--- src/rtl/pmc_pkg.sv ---
package pmc_pkg;

  typedef enum logic [1:0] {
    PM_NORM  = 2'b00,
    PM_HALT  = 2'b01,
    PM_IDLE  = 2'b10,
    PM_RECOV = 2'b11
  } pm_mode_e;

  // {cpu_run, osc_en, comp_en, bor_en} for each mode
  function automatic logic [3:0] enables_for(pm_mode_e m);
    case (m)
      PM_NORM:  return 4'b1111;
      PM_HALT:  return 4'b0000;
      PM_IDLE:  return 4'b0111;
      default:  return 4'b0111;
    endcase
  endfunction

  // recovery is complete on the last of lim counted cycles
  function automatic logic rec_last(input int unsigned cnt, input int unsigned lim);
    return cnt == lim - 1;
  endfunction

endpackage

--- src/rtl/pmc_regif.sv ---
module pmc_regif #(
  parameter int AW = 8,
  parameter int DW = 8,
  parameter logic [AW-1:0] CTRL_ADDR = 8'hB7,
  parameter logic [AW-1:0] ACK_ADDR  = 8'hB8,
  parameter int HALT_BIT = 0,
  parameter int IDLE_BIT = 1
) (
  input  logic          clk,
  input  logic          rst_n,
  input  logic          bus_wr,
  input  logic [AW-1:0] bus_addr,
  input  logic [DW-1:0] bus_wdata,
  input  logic          flag_i,
  output logic [DW-1:0] bus_rdata,
  output logic          halt_req,
  output logic          idle_req,
  output logic          ack_req
);

  logic ctrl_hit, ack_hit;

  assign ctrl_hit = bus_wr && (bus_addr == CTRL_ADDR);
  assign ack_hit  = bus_wr && (bus_addr == ACK_ADDR);

  // halt wins when both request bits are written together
  assign halt_req = ctrl_hit && bus_wdata[HALT_BIT];
  assign idle_req = ctrl_hit && bus_wdata[IDLE_BIT] && !bus_wdata[HALT_BIT];
  assign ack_req  = ack_hit && (bus_wdata == '0);

  // request bits are write-only: the control address always reads zero
  always_comb begin
    bus_rdata = '0;
    if (bus_addr == ACK_ADDR) bus_rdata[0] = flag_i;
  end

  a_r4_single_request: assert property (@(posedge clk) disable iff (!rst_n)
    $onehot0({halt_req, idle_req}));

  a_r9_ack_needs_zero: assert property (@(posedge clk) disable iff (!rst_n)
    ack_req |-> (bus_wdata == '0) && bus_wr);

endmodule

--- src/rtl/pmc_rcnt.sv ---
module pmc_rcnt #(
  parameter int REC_CYC = 1024
) (
  input  logic clk,
  input  logic rst_n,
  input  logic run_i,
  output logic done_o
);

  localparam int CW = (REC_CYC > 2) ? $clog2(REC_CYC) : 1;

  logic [CW-1:0] cnt;

  always_ff @(posedge clk) begin
    if (!rst_n || !run_i) cnt <= '0;
    else if (!done_o)     cnt <= cnt + 1'b1;
  end

  assign done_o = run_i && pmc_pkg::rec_last(int'(cnt), REC_CYC);

  a_r6_cnt_in_range: assert property (@(posedge clk) disable iff (!rst_n)
    int'(cnt) < REC_CYC);

  a_r6_cnt_idle_zero: assert property (@(posedge clk) disable iff (!rst_n)
    !$past(run_i) |-> cnt == '0);

endmodule

--- src/rtl/pmc_fsm.sv ---
module pmc_fsm
  import pmc_pkg::*;
(
  input  logic     clk,
  input  logic     rst_n,
  input  logic     halt_req,
  input  logic     idle_req,
  input  logic     wake_i,
  input  logic     tmr_ovf_i,
  input  logic     rec_done,
  output pm_mode_e mode,
  output logic     exit_evt,
  output logic     in_recov
);

  pm_mode_e nxt;

  always_comb begin
    nxt      = mode;
    exit_evt = 1'b0;
    case (mode)
      PM_NORM: begin
        if (halt_req)      nxt = PM_HALT;
        else if (idle_req) nxt = PM_IDLE;
      end
      PM_HALT: begin
        if (wake_i) begin
          nxt      = PM_RECOV;
          exit_evt = 1'b1;
        end
      end
      PM_IDLE: begin
        if (wake_i || tmr_ovf_i) begin
          nxt      = PM_NORM;
          exit_evt = 1'b1;
        end
      end
      default: begin
        if (rec_done) nxt = PM_NORM;
      end
    endcase
  end

  always_ff @(posedge clk) begin
    if (!rst_n) mode <= PM_NORM;
    else        mode <= nxt;
  end

  assign in_recov = (mode == PM_RECOV);

  a_r5_halt_holds: assert property (@(posedge clk) disable iff (!rst_n)
    (mode == PM_HALT && !wake_i) |=> mode == PM_HALT);

  a_r7_idle_exit: assert property (@(posedge clk) disable iff (!rst_n)
    (mode == PM_IDLE && (wake_i || tmr_ovf_i)) |=> mode == PM_NORM);

  a_r6_recov_after_halt: assert property (@(posedge clk) disable iff (!rst_n)
    (mode == PM_RECOV && $past(mode) != PM_RECOV) |-> $past(mode) == PM_HALT);

  a_r2_halt_from_norm: assert property (@(posedge clk) disable iff (!rst_n)
    (mode == PM_HALT && $past(mode) != PM_HALT) |-> $past(mode) == PM_NORM);

endmodule

--- src/rtl/pwr_mode_ctrl.sv ---
module pwr_mode_ctrl
  import pmc_pkg::*;
#(
  parameter int REC_CYC = 1024,
  parameter logic [7:0] CTRL_ADDR = 8'hB7,
  parameter logic [7:0] ACK_ADDR  = 8'hB8
) (
  input  logic       clk,
  input  logic       rst_n,
  input  logic       bus_wr,
  input  logic [7:0] bus_addr,
  input  logic [7:0] bus_wdata,
  output logic [7:0] bus_rdata,
  input  logic       wake_i,
  input  logic       tmr_ovf_i,
  output logic       cpu_run,
  output logic       osc_en,
  output logic       comp_en,
  output logic       bor_en,
  output logic [1:0] mode_code,
  output logic       resume_flag
);

  logic     halt_req, idle_req, ack_req;
  logic     exit_evt, in_recov, rec_done;
  pm_mode_e mode;

  pmc_regif #(
    .AW(8), .DW(8), .CTRL_ADDR(CTRL_ADDR), .ACK_ADDR(ACK_ADDR),
    .HALT_BIT(0), .IDLE_BIT(1)
  ) u_regif (
    .clk(clk), .rst_n(rst_n), .bus_wr(bus_wr), .bus_addr(bus_addr),
    .bus_wdata(bus_wdata), .flag_i(resume_flag), .bus_rdata(bus_rdata),
    .halt_req(halt_req), .idle_req(idle_req), .ack_req(ack_req)
  );

  pmc_fsm u_fsm (
    .clk(clk), .rst_n(rst_n), .halt_req(halt_req), .idle_req(idle_req),
    .wake_i(wake_i), .tmr_ovf_i(tmr_ovf_i), .rec_done(rec_done),
    .mode(mode), .exit_evt(exit_evt), .in_recov(in_recov)
  );

  pmc_rcnt #(.REC_CYC(REC_CYC)) u_rcnt (
    .clk(clk), .rst_n(rst_n), .run_i(in_recov), .done_o(rec_done)
  );

  // an exit in the same cycle as an acknowledge keeps the flag set
  always_ff @(posedge clk) begin
    if (!rst_n)        resume_flag <= 1'b0;
    else if (exit_evt) resume_flag <= 1'b1;
    else if (ack_req)  resume_flag <= 1'b0;
  end

  assign {cpu_run, osc_en, comp_en, bor_en} = enables_for(mode);
  assign mode_code = mode;

  a_r9_flag_sets: assert property (@(posedge clk) disable iff (!rst_n)
    exit_evt |=> resume_flag);

  a_r9_flag_sticky: assert property (@(posedge clk) disable iff (!rst_n)
    (resume_flag && !ack_req) |=> resume_flag);

  a_r6_run_after_recov: assert property (@(posedge clk) disable iff (!rst_n)
    $rose(cpu_run) |-> $past(mode) == PM_RECOV || $past(mode) == PM_IDLE);

endmodule

--- config.mk ---
export PLATFORM = sky130hd
export DESIGN_NAME = pwr_mode_ctrl
export DESIGN_NICKNAME = d
export VERILOG_FILES = /design/src/rtl/pmc_pkg.sv /design/src/rtl/pmc_regif.sv /design/src/rtl/pmc_rcnt.sv /design/src/rtl/pmc_fsm.sv /design/src/rtl/pwr_mode_ctrl.sv
export SDC_FILE = /design/constraint.sdc
export NUM_CORES = 1
export LEC_CHECK = 0
export BUFFER_PORTS_ARGS = -buffer_cell sky130_fd_sc_hd__buf_2
export CAP_MARGIN = 30
export CORE_MARGIN = 5
export CORE_UTILIZATION = 53
export CTS_BUF_LIST = sky130_fd_sc_hd__clkbuf_8
export DETAILED_ROUTE_END_ITERATION = 8
export PLACE_DENSITY_LB_ADDON = 0.2
export SETUP_SLACK_MARGIN = 0.3
export SLEW_MARGIN = 40
export SYNTH_ARGS = -nofsm -noshare
export SYNTH_HDL_FRONTEND = slang
export SYNTH_SLANG_ARGS = --single-unit
export TNS_END_PERCENT = 10
--- constraint.sdc ---
create_clock -name clk -period 2.1 [get_ports clk]
set_input_delay 0.42 -clock clk [delete_from_list [all_inputs] [get_ports clk]]
set_output_delay 0.42 -clock clk [all_outputs]
set_load 0.01 [all_outputs]
== After elaboration in Yosys (flattened, before gate mapping) ==
Cells that the tools add are included.

* Flip-flop bits (word level): 13
* Logic and storage cells: 43
* Bits of input ports: 21
* Output and inout bits: 15

* Mux-type cells: 13
* Reductions and logical operators: 17
* Add/sub/neg operators: 1
* Eq/ne operators: 9

{| class="wikitable"
|+ Operators with widths
! operator !! count
|-
| equality test 8 bit, second input constant || 2
|-
| adder 10 x 1 -> 10 bit, second input constant || 1
|-
| equality test 10 bit, second input constant || 1
|-
| 2-to-1 mux 2 bit || 5
|-
| zero test 8 bit || 1
|-
| one-hot mux 4 bit (2 select lines) || 1
|-
| logical AND 1 bit || 7
|-
| one-hot mux 2 bit (3 select lines) || 1
|-
| 2-to-1 mux 1 bit || 5
|-
| equality test 2 bit, second input constant || 2
|-
| AND reduction 4 bit || 1
|-
| nonzero test 4 bit || 1
|-
| zero test 1 bit || 3
|-
| inequality test 3 bit, second input constant || 1
|-
| equality test 2 x 1 -> 1 bit, second input constant || 1
|-
| zero test 2 bit || 1
|-
| logical OR 1 bit || 2
|-
| inequality test 2 x 1 -> 1 bit, second input constant || 1
|-
| inequality test 2 bit, second input constant || 1
|-
| one-hot mux 1 bit (2 select lines) || 1
|-
| nonzero test 2 bit || 1
|}

== Logic depth before layout (Yosys ltp) ==
* Word-level depth: 7
* Mapped depth: 6
* Depth with buffers taken out: 6

== By module ==
A second synthesis with hierarchy kept.

* Cell total of the unflattened synthesis: 108
* Area total of the unflattened synthesis: 908.4 µm²

{| class="wikitable"
|+ Modules (own cells, without submodules)
! module !! area an instance (µm²) !! instances !! seq. area each (µm²) !! cells an instance
|-
| pmc_rcnt || 476.7 || 1 || 200.2 || 54
|-
| pmc_fsm || 224.0 || 1 || 40.0 || 28
|-
| pmc_regif || 141.4 || 1 || 0.0 || 19
|-
| pwr_mode_ctrl || 66.3 || 1 || 20.0 || 7
|}

== Worst setup path before layout ==
No wires, ideal clock.

* Kind: input to output
* Start: input bus_addr[6]
* End: output bus_rdata[0]
* Setup slack: 0.592 ns
* Stages: 3
* Required time: 1.680 ns
* Data arrival time: 1.088 ns
* Cells stage by stage: nand4b_1 > nor4_1 > and2_1

* Cells in the longest elaborated chain, start to end: 2

{| class="wikitable"
|+ RTL lines
! element !! line !! source
|-
| start, declared || pwr_mode_ctrl.sv:11 || <nowiki>input logic [7:0] bus_addr,</nowiki>
|-
| equality test 8 bit || pmc_regif.sv:34 || <nowiki>if (bus_addr == ACK_ADDR) bus_rdata[0] = flag_i;</nowiki>
|-
| 2-to-1 mux 1 bit || pmc_regif.sv:34 ||
|-
| end, declared || pwr_mode_ctrl.sv:13 || <nowiki>output logic [7:0] bus_rdata,</nowiki>
|}

Every way passes these cells.

== Worst setup path after layout ==
Same ends and word-level chain as after synthesis.

==> results.ini <==
[setup_path]
cpPeakStageDelay_ns=0.27
rrSetupSlack_ns=0.42
cp-start-kind=primary input
worstPathBufferInverterCount=2
r2r-start=u_rcnt.cnt[0]
cp.required_ns=1.68
crit_path_end_kind=output pin
crit_slowest_cell=nor4_2
critPathKind=primary input to output pin
path_max_fanout=3
cpLargestDelayFamily=simple AND/OR/NAND/NOR gates
arrival_ns=1.28
r2r-end=u_rcnt.cnt[5]
reg2reg_depth=6
worst_path_most_repeated_cell=buf_2
path_cells=buf_2, nand4b_1, nor4_2, and2_1, buf_2

[synth]
async_flop_share=0
ys_types=42
synth_top_family_by_area=simple AND/OR/NAND/NOR gates
synthMuxAreaShare=0.01132
synth_area_um2=884.6
synthXorXnorAreaFrac=0.01980
ys.flop_type=dfxtp_1
synth-warning-count=0
synth_cells=105
ys_seq_elements=13
synthSimpleGateAreaFrac=0.2532
avgSynthCellArea_um2=8.425
synth_edf_count=0
synth-seq-area-share=0.2942
synthAdderAreaFrac=0.08487
synth_compound_area_frac=0.2221

[placed_design]
place_congestion=0.8243
portBuffers=28
dp.cells=146
dpl_cell_area_um2=999.7
dp_hpwl_um=1498

[cts]
cts_tree=done
cts_max_level=1
numCtsBuffers=3
clkTransAtPathRegs_ns=0.06
clk_root_buffer_cell=clkbuf_8
ctsLongestPathBuffers=2
clock_latency_ns=0.24
numClockSinks=13

[finish]
final_cell_mix=buf_2, dfxtp_1, nand2_1
drive_gt1_frac=0.2985
diodes=0
stdcell_count=150
fillerInstances=134
postLayoutCellArea_um2=1052
fin_nets=162
layout_commonest_cell=buf_2
syn_to_final_growth_pct=18.95

[route]
first_pass_iters=4
wl_per_cell_um=12.89
drt.antenna.violating_nets=0
drc=0
detail_route.vias_per_cell=5.473
vias=821
drtIter0Drc=11
wirelength_um=1934

[power_and_ir_drop]
ir_drop_mv=0.4383
total_power_uw=780.3
p_leak_uw=0.0004427
switching_share=0.3340
power_frac_clock=0.298
comb_power_share=0.342
pwr-share-seq=0.359
switchingPower_uw=260.7
p_per_area_nw_per_um2=741.6
intPower_uw=519.7

[global_route]
grt_max_degree=10
use_met1=0.1947
busiest_layer=met2
grt_pass1_wl_um=2932
met2_usage=0.2149
grt_pass1_vias=692
gr-usage-met3=0.03779
grtUsageTotal=0.1408
grt.overflow.total=0
antenna_found_initial=0

[floorplan]
fp-row-count=14
dieArea_um2=2586
start_util=0.5739
ios=36
core-area_um2=1541
fp.dieH_um=50.86
dieWidth_um=50.86

[run]
cap_violations=0

[sta]
fin_hold_ws_ns=0.4821
maxSlewViolCount=0
final.min_clock_period_ns=1.699
min_period_over_period=0.8091
rsz0062_at_grt=true
setup_violations=0
skew_ns=0.001073
fin_setup_tns_ns=0
fmax_ghz=0.5886
hold_viol=0

[worst_hold_path]
whs_path_depth=2
hp-class=primary input to flip-flop
hold_start=rst_n
whs_endpoint=resume_flag

[run_status]
outcome=complete, no violations

-- cells by family (layout without fill, tap and decap cells) --
group | count (synthesis) | count (layout)
flip-flops | 13 | 13
AND/OR/NAND/NOR | 41 | 41
AO/OA/AOI/OAI | 25 | 25
adder cells (fa/ha/maj) | 6 | 6
XOR/XNOR | 2 | 2
buffers and inverters | 16 | 39
multiplexers | 1 | 1
other | 1 | 7
-- synthesized netlist by cell type (2+ instances only) --
master / number / area share
nand4_1: 2 / 0.014
or3_1: 2 / 0.014
nand2_1: 9 / 0.038
nand3_1: 2 / 0.011
ha_1: 6 / 0.085
a21oi_1: 6 / 0.034
inv_1: 6 / 0.025
o21ai_1: 2 / 0.011
xor2_1: 2 / 0.020
o41ai_1: 2 / 0.020
dfxtp_1: 13 / 0.29
nor3_1: 6 / 0.034
nor2_1: 7 / 0.030
and2_1: 3 / 0.021
buf_4: 10 / 0.085
-- flip-flops by register name (all words and copies together), names as in the netlist --
name / cells
u_fsm.mode: 2
resume_flag: 1
u_rcnt.cnt: 10
-- cell type report --
type                       instances  area, µm²  share of cell area
clock inverter                     1      5.005            0.004756
inverter                           6      22.52             0.02140
tap                               16      20.02             0.01902
clock buffer                       3      41.29             0.03924
timing repair buffer              29      147.6              0.1403
multi-input combinational         82      555.5              0.5279
sequential                        13      260.3              0.2473
-- worst max-delay path by stage --
stage	to	from	slack (ns)	depth (start not counted)
6_report	bus_rdata[0]	bus_addr[6]	0.40	5
5_1_grt	bus_rdata[0]	bus_addr[6]	0.30	5
2_1_floorplan	bus_rdata[0]	bus_addr[6]	0.59	3
4_1_cts	bus_rdata[0]	bus_addr[6]	0.36	5
3_5_place_dp	bus_rdata[0]	bus_addr[6]	0.36	5
3_3_place_gp	bus_rdata[0]	bus_addr[6]	0.37	5
-- per-stage QoR --
stage | util | setup WS, ns
after detailed placement | 0.6485 | 0.3630
after global routing | 0.6826 | 0.2971
after global placement | 0.6485 | 0.3719
after CTS | 0.6786 | 0.3575
after floorplan | - | 0.5922
final | 0.6826 | 0.4010
-- per-layer routing --
metal	vias to the layer above	routed length (µm)
met3	2	127
met1	371	905
met5	-	0
met2	24	878
li1	424	-
met4	0	23
-- what timing repair did --
| item | in CTS | in global routing |
|---|---|---|
| hold buffers | 0 | 0 |
| resized for setup | 0 | 1 |
| setup buffers | 0 | 0 |
| setup endpoints to repair | 0 | 1 |
-- power by group through the flow --
stage	Sequential [µW]	Clock (µW)	Combinational (µW)
final	280	233	267
after floorplan	292	0	194
after CTS	282	237	268
after global routing	283	250	295
after detailed placement	287	0	266
after global placement	286	0	260
No activity file was read; power rests on OpenSTA's default activity.
